<file path="src/rtl/rxbuf_pkg.sv">
package rxbuf_pkg;
  localparam int unsigned PAGE_W_DEF = 8;
  localparam int unsigned OFS_W_DEF  = 8;
  localparam int unsigned LANE_W_DEF = 8;

  typedef enum logic [1:0] {
    ROOM_HOLD = 2'd0,
    ROOM_LOAD = 2'd1,
    ROOM_DEC  = 2'd2,
    ROOM_HOST = 2'd3
  } room_op_e;
endpackage

</file>
<file path="src/rtl/rxbuf_addr_ring.sv">
module rxbuf_addr_ring #(
  parameter int unsigned PAGE_W = 8,
  parameter int unsigned OFS_W  = 8,
  localparam int unsigned ADDR_W = PAGE_W + OFS_W
) (
  input  logic              clk,
  input  logic              rst_n,
  input  logic [PAGE_W-1:0] first_page,
  input  logic [PAGE_W-1:0] stop_page,
  input  logic              step,
  output logic [ADDR_W-1:0] cur_addr,
  output logic              wrap
);
  logic [ADDR_W-1:0] base_addr;
  logic [ADDR_W-1:0] limit_addr;
  logic [ADDR_W-1:0] next_addr;
  logic              hit_limit;

  assign base_addr  = {first_page, {OFS_W{1'b0}}};
  assign limit_addr = {stop_page, {OFS_W{1'b0}}};
  // a stop page of zero overflows next_addr to zero and matches naturally
  assign next_addr  = cur_addr + 1'b1;
  assign hit_limit  = (next_addr == limit_addr);

  always_ff @(posedge clk) begin
    if (!rst_n) begin
      cur_addr <= base_addr;
      wrap     <= 1'b0;
    end else begin
      wrap <= step && hit_limit;
      if (step) begin
        cur_addr <= hit_limit ? base_addr : next_addr;
      end
    end
  end

  // a step moves the address by one unless it wrapped
  a_r3_addr_step: assert property (@(posedge clk) disable iff (!rst_n)
    step |=> (wrap || cur_addr == $past(cur_addr) + 1'b1));

  // after a wrap the address sits on a page boundary
  a_r4_wrap_on_page: assert property (@(posedge clk) disable iff (!rst_n)
    wrap |-> (cur_addr[OFS_W-1:0] == '0));

  // no step, no movement
  a_r11_addr_hold: assert property (@(posedge clk) disable iff (!rst_n)
    !step |=> ($stable(cur_addr) && !wrap));
endmodule

</file>
<file path="src/rtl/rxbuf_room_count.sv">
module rxbuf_room_count
  import rxbuf_pkg::*;
#(
  parameter int unsigned LANE_W = 8,
  parameter int unsigned LANES  = 2,
  localparam int unsigned CNT_W = LANE_W * LANES
) (
  input  logic             clk,
  input  logic             rst_n,
  input  room_op_e         op,
  input  logic [CNT_W-1:0] load_val,
  input  logic [LANES-1:0] lane_we,
  input  logic [LANE_W-1:0] lane_data,
  output logic [CNT_W-1:0] room,
  output logic             empty
);
  logic [CNT_W-1:0] host_next;

  for (genvar g = 0; g < LANES; g++) begin : g_lane
    assign host_next[g*LANE_W +: LANE_W] =
      lane_we[g] ? lane_data : room[g*LANE_W +: LANE_W];
  end

  always_ff @(posedge clk) begin
    if (!rst_n) begin
      room <= '0;
    end else begin
      unique case (op)
        ROOM_LOAD: room <= load_val;
        ROOM_DEC:  room <= room - 1'b1;
        ROOM_HOST: room <= host_next;
        default:   room <= room;
      endcase
    end
  end

  assign empty = (room == '0);

  // a load captures the presented value
  a_r2_load: assert property (@(posedge clk) disable iff (!rst_n)
    (op == ROOM_LOAD) |=> (room == $past(load_val)));

  // a decrement removes exactly one
  a_r3_dec: assert property (@(posedge clk) disable iff (!rst_n)
    (op == ROOM_DEC) |=> (room == $past(room) - 1'b1));

  // an empty counter never rolls under
  a_r6_no_underflow: assert property (@(posedge clk) disable iff (!rst_n)
    (empty && op != ROOM_LOAD && op != ROOM_HOST) |=> empty);

  // hold keeps the value
  a_r11_room_hold: assert property (@(posedge clk) disable iff (!rst_n)
    (op == ROOM_HOLD) |=> $stable(room));
endmodule

</file>
<file path="src/rtl/rxbuf_room_arb.sv">
module rxbuf_room_arb
  import rxbuf_pkg::*;
#(
  parameter int unsigned LANES = 2
) (
  input  logic             clk,
  input  logic             rst_n,
  input  logic             sof,
  input  logic             wr_valid,
  input  logic             empty,
  input  logic             rx_active,
  input  logic [LANES-1:0] host_we,
  output logic             wr_ready,
  output logic             take,
  output room_op_e         op
);
  logic host_ok;

  assign wr_ready = !empty && !sof;
  assign take     = wr_valid && wr_ready;
  assign host_ok  = !rx_active && (|host_we);

  always_comb begin
    if (sof)          op = ROOM_LOAD;
    else if (take)    op = ROOM_DEC;
    else if (host_ok) op = ROOM_HOST;
    else              op = ROOM_HOLD;
  end

  // host access never selected during reception
  a_r9_host_gated: assert property (@(posedge clk) disable iff (!rst_n)
    rx_active |-> (op != ROOM_HOST));

  // nothing is taken from an empty counter
  a_r6_no_take_empty: assert property (@(posedge clk) disable iff (!rst_n)
    empty |-> !take);
endmodule

</file>
<file path="src/rtl/rxbuf_ring_tracker.sv">
module rxbuf_ring_tracker
  import rxbuf_pkg::*;
#(
  parameter int unsigned PAGE_W = PAGE_W_DEF,
  parameter int unsigned OFS_W  = OFS_W_DEF,
  parameter int unsigned LANE_W = LANE_W_DEF,
  localparam int unsigned ADDR_W = PAGE_W + OFS_W,
  localparam int unsigned LANES  = 2,
  localparam int unsigned CNT_W  = LANE_W * LANES
) (
  input  logic              clk,
  input  logic              rst_n,
  input  logic [PAGE_W-1:0] first_page,
  input  logic [PAGE_W-1:0] stop_page,
  input  logic              sof,
  input  logic [CNT_W-1:0]  init_room,
  input  logic              wr_valid,
  output logic              wr_ready,
  input  logic              rx_active,
  input  logic              host_wr_hi,
  input  logic              host_wr_lo,
  input  logic [LANE_W-1:0] host_wdata,
  output logic [ADDR_W-1:0] cur_addr,
  output logic              wrap,
  output logic [CNT_W-1:0]  room,
  output logic [LANE_W-1:0] room_hi,
  output logic [LANE_W-1:0] room_lo,
  output logic              exhausted
);
  logic             take;
  logic             empty;
  room_op_e         op;
  logic [LANES-1:0] host_we;

  assign host_we = {host_wr_hi, host_wr_lo};

  rxbuf_room_arb #(.LANES(LANES)) u_arb (
    .clk       (clk),
    .rst_n     (rst_n),
    .sof       (sof),
    .wr_valid  (wr_valid),
    .empty     (empty),
    .rx_active (rx_active),
    .host_we   (host_we),
    .wr_ready  (wr_ready),
    .take      (take),
    .op        (op)
  );

  rxbuf_room_count #(.LANE_W(LANE_W), .LANES(LANES)) u_room (
    .clk       (clk),
    .rst_n     (rst_n),
    .op        (op),
    .load_val  (init_room),
    .lane_we   (host_we),
    .lane_data (host_wdata),
    .room      (room),
    .empty     (empty)
  );

  rxbuf_addr_ring #(.PAGE_W(PAGE_W), .OFS_W(OFS_W)) u_ring (
    .clk        (clk),
    .rst_n      (rst_n),
    .first_page (first_page),
    .stop_page  (stop_page),
    .step       (take),
    .cur_addr   (cur_addr),
    .wrap       (wrap)
  );

  assign room_hi   = room[CNT_W-1 -: LANE_W];
  assign room_lo   = room[LANE_W-1:0];
  assign exhausted = empty;

  // a stalled or frame-start cycle never moves the address
  a_r6_stall_addr: assert property (@(posedge clk) disable iff (!rst_n)
    (exhausted || sof) |=> ($stable(cur_addr) && !wrap));

  // a wrap lands on the first page
  a_r4_wrap_base: assert property (@(posedge clk) disable iff (!rst_n)
    wrap |-> (cur_addr == {$past(first_page), {OFS_W{1'b0}}}));

  // host strobes during reception leave the counter alone
  a_r9_host_ignored: assert property (@(posedge clk) disable iff (!rst_n)
    (rx_active && !sof && !(wr_valid && wr_ready)) |=> $stable(room));
endmodule

</file>
<file path="config.mk">
export PLATFORM = sky130hd
export DESIGN_NAME = rxbuf_ring_tracker
export DESIGN_NICKNAME = d
export VERILOG_FILES = /design/src/rtl/rxbuf_pkg.sv /design/src/rtl/rxbuf_addr_ring.sv /design/src/rtl/rxbuf_room_count.sv /design/src/rtl/rxbuf_room_arb.sv /design/src/rtl/rxbuf_ring_tracker.sv
export SDC_FILE = /design/constraint.sdc
export NUM_CORES = 1
export LEC_CHECK = 0
export ABC_AREA = 1
export BUFFER_PORTS_ARGS = -buffer_cell sky130_fd_sc_hd__buf_4
export CAP_MARGIN = 10
export CORE_ASPECT_RATIO = 1.4
export CORE_MARGIN = 3
export CORE_UTILIZATION = 45
export DETAILED_ROUTE_END_ITERATION = 10
export GPL_ROUTABILITY_DRIVEN = 0
export PLACE_DENSITY_LB_ADDON = 0.25
export SYNTH_ARGS = -nofsm -noshare
export SYNTH_HDL_FRONTEND = slang
export SYNTH_SLANG_ARGS = --single-unit
</file>
<file path="constraint.sdc">
create_clock -name clk -period 4.3 [get_ports clk]
set_input_delay 0.43 -clock clk [delete_from_list [all_inputs] [get_ports clk]]
set_output_delay 0.43 -clock clk [all_outputs]
set_load 0.02 [all_outputs]
</file>
== Word level (Yosys, flattened, before mapping) ==
Cells that the tools add are included.

* Bits in registers: 33
* Bits of input ports: 47
* Logic and storage cells: 35

* Add/subtract/negate cells: 2
* Equality and inequality tests: 7
* Multiplexer cells: 9
* Reduce and logical (&&, ||, !) cells: 12

{| class="wikitable"
|+ Operators with widths
! operator !! count
|-
| two-way mux 16 bit || 3
|-
| one-hot mux 16 bit (3 select lines) || 1
|-
| adder 16 x 1 -> 16 bit, second input constant || 1
|-
| equality test 16 bit || 1
|-
| logical NOT 16 bit || 1
|-
| two-way mux 8 bit || 2
|-
| subtractor 16 x 1 -> 16 bit, second input constant || 1
|-
| two-way mux 2 bit || 3
|-
| equality test 2 bit, second input constant || 2
|-
| logical AND 1 bit || 4
|-
| != test 2 bit, second input constant || 2
|-
| AND reduction 2 bit || 2
|-
| logical NOT 1 bit || 3
|-
| nonzero test 3 bit || 1
|-
| equality test 2 x 1 -> 1 bit, second input constant || 1
|-
| != test 2 x 1 -> 1 bit, second input constant || 1
|-
| OR reduction 2 bit || 1
|}

== Depth between registers and ports, before layout ==
* Depth after elaboration: 9
* Mapped depth: 16
* Depth with buffers taken out: 15

== Hierarchy ==
A second synthesis with hierarchy kept.

* Cells, all modules: 457
* Area total of the unflattened synthesis: 2821.5 sq um

{| class="wikitable"
|+ Modules (own cells, without submodules)
! module !! times used !! cells each !! area an instance (sq um)
|-
| rxbuf_addr_ring || 1 || 218 || 1450.1
|-
| rxbuf_room_count || 1 || 213 || 1208.7
|-
| rxbuf_ring_tracker || 1 || 16 || 120.1
|-
| rxbuf_room_arb || 1 || 10 || 42.5
|}

== Worst setup path before layout ==
OpenSTA, ideal clock, no wires.

* Path kind: register to output
* From: reg u_room.room[0]
* To: out wr_ready
* Data arrival time: 2340 ps
* Path slack: 1530 ps
* Stages on the path, launching flop included: 12
* Cells stage by stage: dfxtp_1 inv_1 ha_1 nand2_1 nor2_1 nand2_1 inv_1 nand4_1 inv_1 nand4_1 nor4_1 nor2_1

* Word-level cells in the longest chain between the ends: 3

{| class="wikitable"
|+ Ends and longest elaborated chain
! what !! line !! source
|-
| start: declaration || rxbuf_room_count.sv:14 || <nowiki>output logic [CNT_W-1:0] room,</nowiki>
|-
| start signal: assignment || rxbuf_room_count.sv:29 || <nowiki>ROOM_LOAD: room <= load_val;</nowiki>
|-
| start signal: assignment || rxbuf_room_count.sv:30 || <nowiki>ROOM_DEC: room <= room - 1'b1;</nowiki>
|-
| start signal: assignment || rxbuf_room_count.sv:31 || <nowiki>ROOM_HOST: room <= host_next;</nowiki>
|-
| logical NOT 16 bit || rxbuf_room_count.sv:37 || <nowiki>assign empty = (room == '0);</nowiki>
|-
| net exhausted || rxbuf_ring_tracker.sv:28 || <nowiki>output logic exhausted</nowiki>
|-
| logical NOT 1 bit || rxbuf_room_arb.sv:19 || <nowiki>assign wr_ready = !empty && !sof;</nowiki>
|-
| logical AND 1 bit || rxbuf_room_arb.sv:19 ||
|-
| end: declaration || rxbuf_ring_tracker.sv:18 || <nowiki>output logic wr_ready,</nowiki>
|}

The timed path passes the listed nets, and every way through them passes these cells.

== Final worst setup path ==
* From: reg u_room.room[0]
* To: reg u_room.room[12]

* Word-level cells in the longest chain between the ends: 9

{| class="wikitable"
|+ Ends and longest elaborated chain
! what !! line !! source
|-
| logical NOT 16 bit || rxbuf_room_count.sv:37 ||
|-
| logical NOT 1 bit || rxbuf_room_arb.sv:19 ||
|-
| logical AND 1 bit || rxbuf_room_arb.sv:19 ||
|-
| logical AND 1 bit || rxbuf_room_arb.sv:20 || <nowiki>assign take = wr_valid && wr_ready;</nowiki>
|-
| two-way mux 2 bit || rxbuf_room_arb.sv:25 || <nowiki>else if (take) op = ROOM_DEC;</nowiki>
|-
| two-way mux 2 bit || rxbuf_room_arb.sv:24 || <nowiki>if (sof) op = ROOM_LOAD;</nowiki>
|-
| equality test 2 bit or equality test 2 x 1 -> 1 bit (tied branches) || rxbuf_room_count.sv:28 || <nowiki>unique case (op)</nowiki>
|-
| != test 2 bit (no source line) or nonzero test 3 bit (tied branches) || n/a ||
|-
| AND reduction 2 bit (no source line) || n/a ||
|}

Several ways; a longest one is shown, not always the timed one.
A chain may end at the register's enable or synchronous reset.

==> results <==
- Buffers placed on the I/O ports in this run total 97.
- In the final routed layout, each cell accounts on average for ~14 microns.
- The actual transition at the worst max-transition pin is around 0.53 ns.
- Power spread over the standard cell area amounts to ~340 mW/mm^2.
- The worst hold slack across all endpoints is ~0.42 ns.
- The synthesized netlist net count is a little under 500.
- The post-cts resize count is 0.
- The via count of the first global-routing pass came to around 2900.
- The data required time of the worst path is between 4 and 5 ns.
- Setup slack on the worst reg-to-reg path comes out at ~1.2 ns.
- The fill cell total of the finished layout is between 500 and 600.
- The die covers 0.006952 sq mm.
- The first-pass detailed-route iteration total is 5.
- Between clock sinks in the finished design, the worst skew comes to between 0.006 and 0.007 ns.
- The final worst-path setup slack is approximately 1.2 ns.
- The CTS root buffer is clkbuf_8.
- The met2 layer usage reported by global route is 40.72%.
- The critical path arrival is 3.26 ns.
- For met3 alone, demand over resource in global routing was roughly 3.7%.
- The number of setup violations in the final report is 0.
- Yosys printed 0 warnings.
- The signal on the critical path passes through inv_1 > ha_1 > nand2_1 > nor2_1 > nand3_1 > nand3_1 > o21ai_0 > inv_1 > ha_1 > or2_2 > nand2_1 > o21ai_0 > a41oi_1.
- Setup repair after global routing left no endpoint under its margin.
- The peak supply drop is 0.2090 mV.
- The number of levels in the clock H-tree is 2.
- The wire-length estimate of the detail-placed layout is around 6300 microns.
- The maximum number of pins on one net before global-route repair is 21.
- The cell count after synthesis came out at between 400 and 500.
- The largest single stage delay on the critical path is roughly 0.44 ns.
- The number of distinct library cell variants in the gate-level netlist after synthesis is 34.
- The mean cell area of the mapped netlist is about 6.2 sq um.
- Across the run, the number of max-cap violations was 0.
- The flow ran to the end, and the final reports show no timing, DRC or antenna violations.
- The netlist area before placement is 0.002689 sq mm.
- The final-report max-slew violation count is 0.
- The number of cells on the worst hold path is 3.
- The die height is slightly below 100 microns.
- The minimum setup slack after placement is 1.348 ns.
- The clock latency at the later pin of the worst-skew pair is roughly 0.28 ns.
- The sequential area share after synthesis is around 28%.
- The worst path in the final design needs a cycle of slightly above 3 ns, including I/O delays and setup.
- The hold buffer count at CTS is 0.
- The width of the chip is 71.33 microns.
- The count of buffers added by post-CTS timing repair for setup is 0.
- In this run the tightest slew margin relative to its limit is between 60 and 70%.
- The type of the worst setup path is reg2reg.
- The static leakage power is about 1.7 nW.
- The layer flagged by global routing as most heavily used is met2.
- The portion of the clock cycle consumed by the worst path in the final layout is a little under three quarters.
- The global routing met1 resource utilization is 26.77%.
- In this run the worst path has a maximum fanout of 16.
- The routed via count divided by cell count is about 5.3.
- The number of CTS-inserted buffers is 5.
- In the final timing run, aggregate negative setup slack is 0 ns.
- The clock-pin slew on the worst setup and hold paths is around 0.070 ns.
- The number of sinks driven by the clock tree is 33.
- TritonCTS built the clock tree.
- The number of buffers and inverters on the critical path is 2.
- The number of antenna violations at the first check in global routing was 0.
- The wire length of the first global-routing pass is 12980 microns.
- The kind of cell with the highest combined delay along the critical path is simple AND/OR/NAND/NOR gates.
- For this block, the via count after detailed routing is between 3000 and 4000.
- The number of DRC violations after detailed routing is 0.
- The violation count after the first detailed-route iteration is between 100 and 150.
- Global routing consumed, over all layers together, between 20 and 25% of the routing resources.
- Row generation in the floorplan step produced 32 rows.
- In the final layout, the share of cells above drive strength 1 is 23.59%.
- The total inserted antenna cells is 0.
- The number of failing hold endpoints at the final stage came to 0.
- STA classifies the critical path startpoint as a flip-flop.
- For this run the aggregate overflow at the end of global routing stands at 0.
- The synthesis-stage register bit count is 33.
- The classification of the worst-slack hold path is in2reg.
- The net count of the finished layout is approximately 560.
- The number of cells on the worst reg-to-reg path is 13.
- The number of nets with antenna violations after detailed routing is 0.
- The area growth from synthesis to final layout is 27.22%.
- The initial cell density of the core is 47.63%.
- After layout, the design draws a total of between 1 and 1.5 mW.
- The maximum clock insertion buffer count is 2.
- The total area inside the core boundary comes to 0.005645 sq mm.
- The critical path runs through a total of 13 cells.
- STA classifies the critical path endpoint as a flip-flop.
- In the layout the commonest cells are 129 x nand2_1, 98 x buf_4, 63 x inv_1, 51 x nand3_1, 30 x nor2_1.
- After detailed routing, the total wire length is between 7000 and 8000 microns.
- The slowest stage of the critical path belongs to the cell dfxtp_1.
- The most common cell after layout, fill and taps aside is nand2_1.
- Static timing analysis puts the maximum clock frequency at between 300 and 400 MHz.
- In this run the count of I/O pins placed on the die edge is 98.
-- cells in the mapped netlist --
| cell type | instances | area (sq um) |
|---|---|---|
| clkinv_1 | 1 | 3.750 |
| nand3b_1 | 4 | 30.03 |
| nor2_1 | 30 | 112.6 |
| a211oi_1 | 1 | 7.510 |
| a31oi_1 | 3 | 18.77 |
| o211a_1 | 1 | 10.01 |
| nand2_1 | 129 | 484.2 |
| a21oi_1 | 7 | 35.03 |
| nand2_2 | 3 | 18.77 |
| or2_2 | 3 | 18.77 |
| a21o_1 | 1 | 7.510 |
| nor2_2 | 4 | 25.02 |
| xor2_1 | 2 | 17.52 |
| nand3_1 | 51 | 255.2 |
| clkbuf_8 | 1 | 13.76 |
| o22ai_1 | 1 | 6.260 |
| buf_4 | 16 | 120.1 |
| clkbuf_1 | 7 | 26.28 |
| dfxtp_1 | 25 | 500.5 |
| inv_1 | 63 | 236.5 |
| nor2_4 | 3 | 33.78 |
| nand4_1 | 8 | 50.05 |
| ha_1 | 4 | 50.05 |
| o21ai_0 | 27 | 135.1 |
| o211ai_1 | 4 | 30.03 |
| nor4_1 | 4 | 25.02 |
| nand3_2 | 1 | 10.01 |
| edfxtp_1 | 8 | 240.2 |
| nor3_4 | 1 | 16.27 |
| and2_2 | 1 | 7.510 |
| nor3_1 | 4 | 20.02 |
| buf_6 | 1 | 11.26 |
| a41oi_1 | 11 | 96.34 |
| o21bai_1 | 2 | 15.01 |
-- tightest hold or removal path, cell delays in order --
cell and delay (ns):
buf_4 0.11, nand2_1 0.05, a31oi_1 0.07
-- cell families after synthesis --
logic type	synth area share [%]
simple gates	41.18
xor+xnor	0.6516
fa+ha+maj	1.861
buf+inv	15.31
compound gates	13.45
flops	27.55
-- sequential cells by signal (all words and copies together) (netlist names) --
signal	cells
u_ring.wrap	1
u_room.room	16
u_ring.cur_addr	16
-- metrics by stage --
stage               cells  util, %  instance area, sq um
finish                581    60.59                  3421
global route          581    60.59                  3421
CTS                   581    60.59                  3421
detailed placement    573    59.13                  3338
global placement      573    59.13                  3338
floorplan             432        -                  2689
-- final cells by class --
cell class | instances | area (sq um) | area share (%)
clock buffers | 6 | 72.57 | 2.121
clock inverters | 2 | 10.01 | 0.2926
inverters | 64 | 240.2 | 7.023
multi-input cells | 310 | 1536 | 44.92
flip-flops and latches | 33 | 740.7 | 21.65
well taps | 68 | 85.08 | 2.487
repair buffers | 98 | 735.7 | 21.51
-- worst paths after layout --
path                                                      start                         endpoint
worst min register to register  u_ring.cur_addr[1]$_SDFFE_PN0P_  u_ring.cur_addr[1]$_SDFFE_PN0P_
worst min-delay path                               init_room[7]      u_room.room[7]$_SDFFE_PN0P_
worst max-delay path                u_room.room[0]$_SDFFE_PN0P_     u_room.room[12]$_SDFFE_PN0P_
worst max register to register      u_room.room[0]$_SDFFE_PN0P_     u_room.room[12]$_SDFFE_PN0P_
-- power by group --
part / leakage [nW] / total (mW) / internal, mW / switching, mW
Combinational: 1.41 / 0.506 / 0.201 / 0.305
Sequential: 0.289 / 0.428 / 0.361 / 0.0678
Clock: 0.0450 / 0.227 / 0.112 / 0.115
Total: 1.74 / 1.16 / 0.674 / 0.488
-- layer usage --
metal / up-vias / wire, microns
met4: 0 / 206
met2: 125 / 4148
li1: 1571 / -
met3: 15 / 540
met1: 1383 / 3055
met5: - / 0
Note: power is estimated with default switching activity, not from simulation.
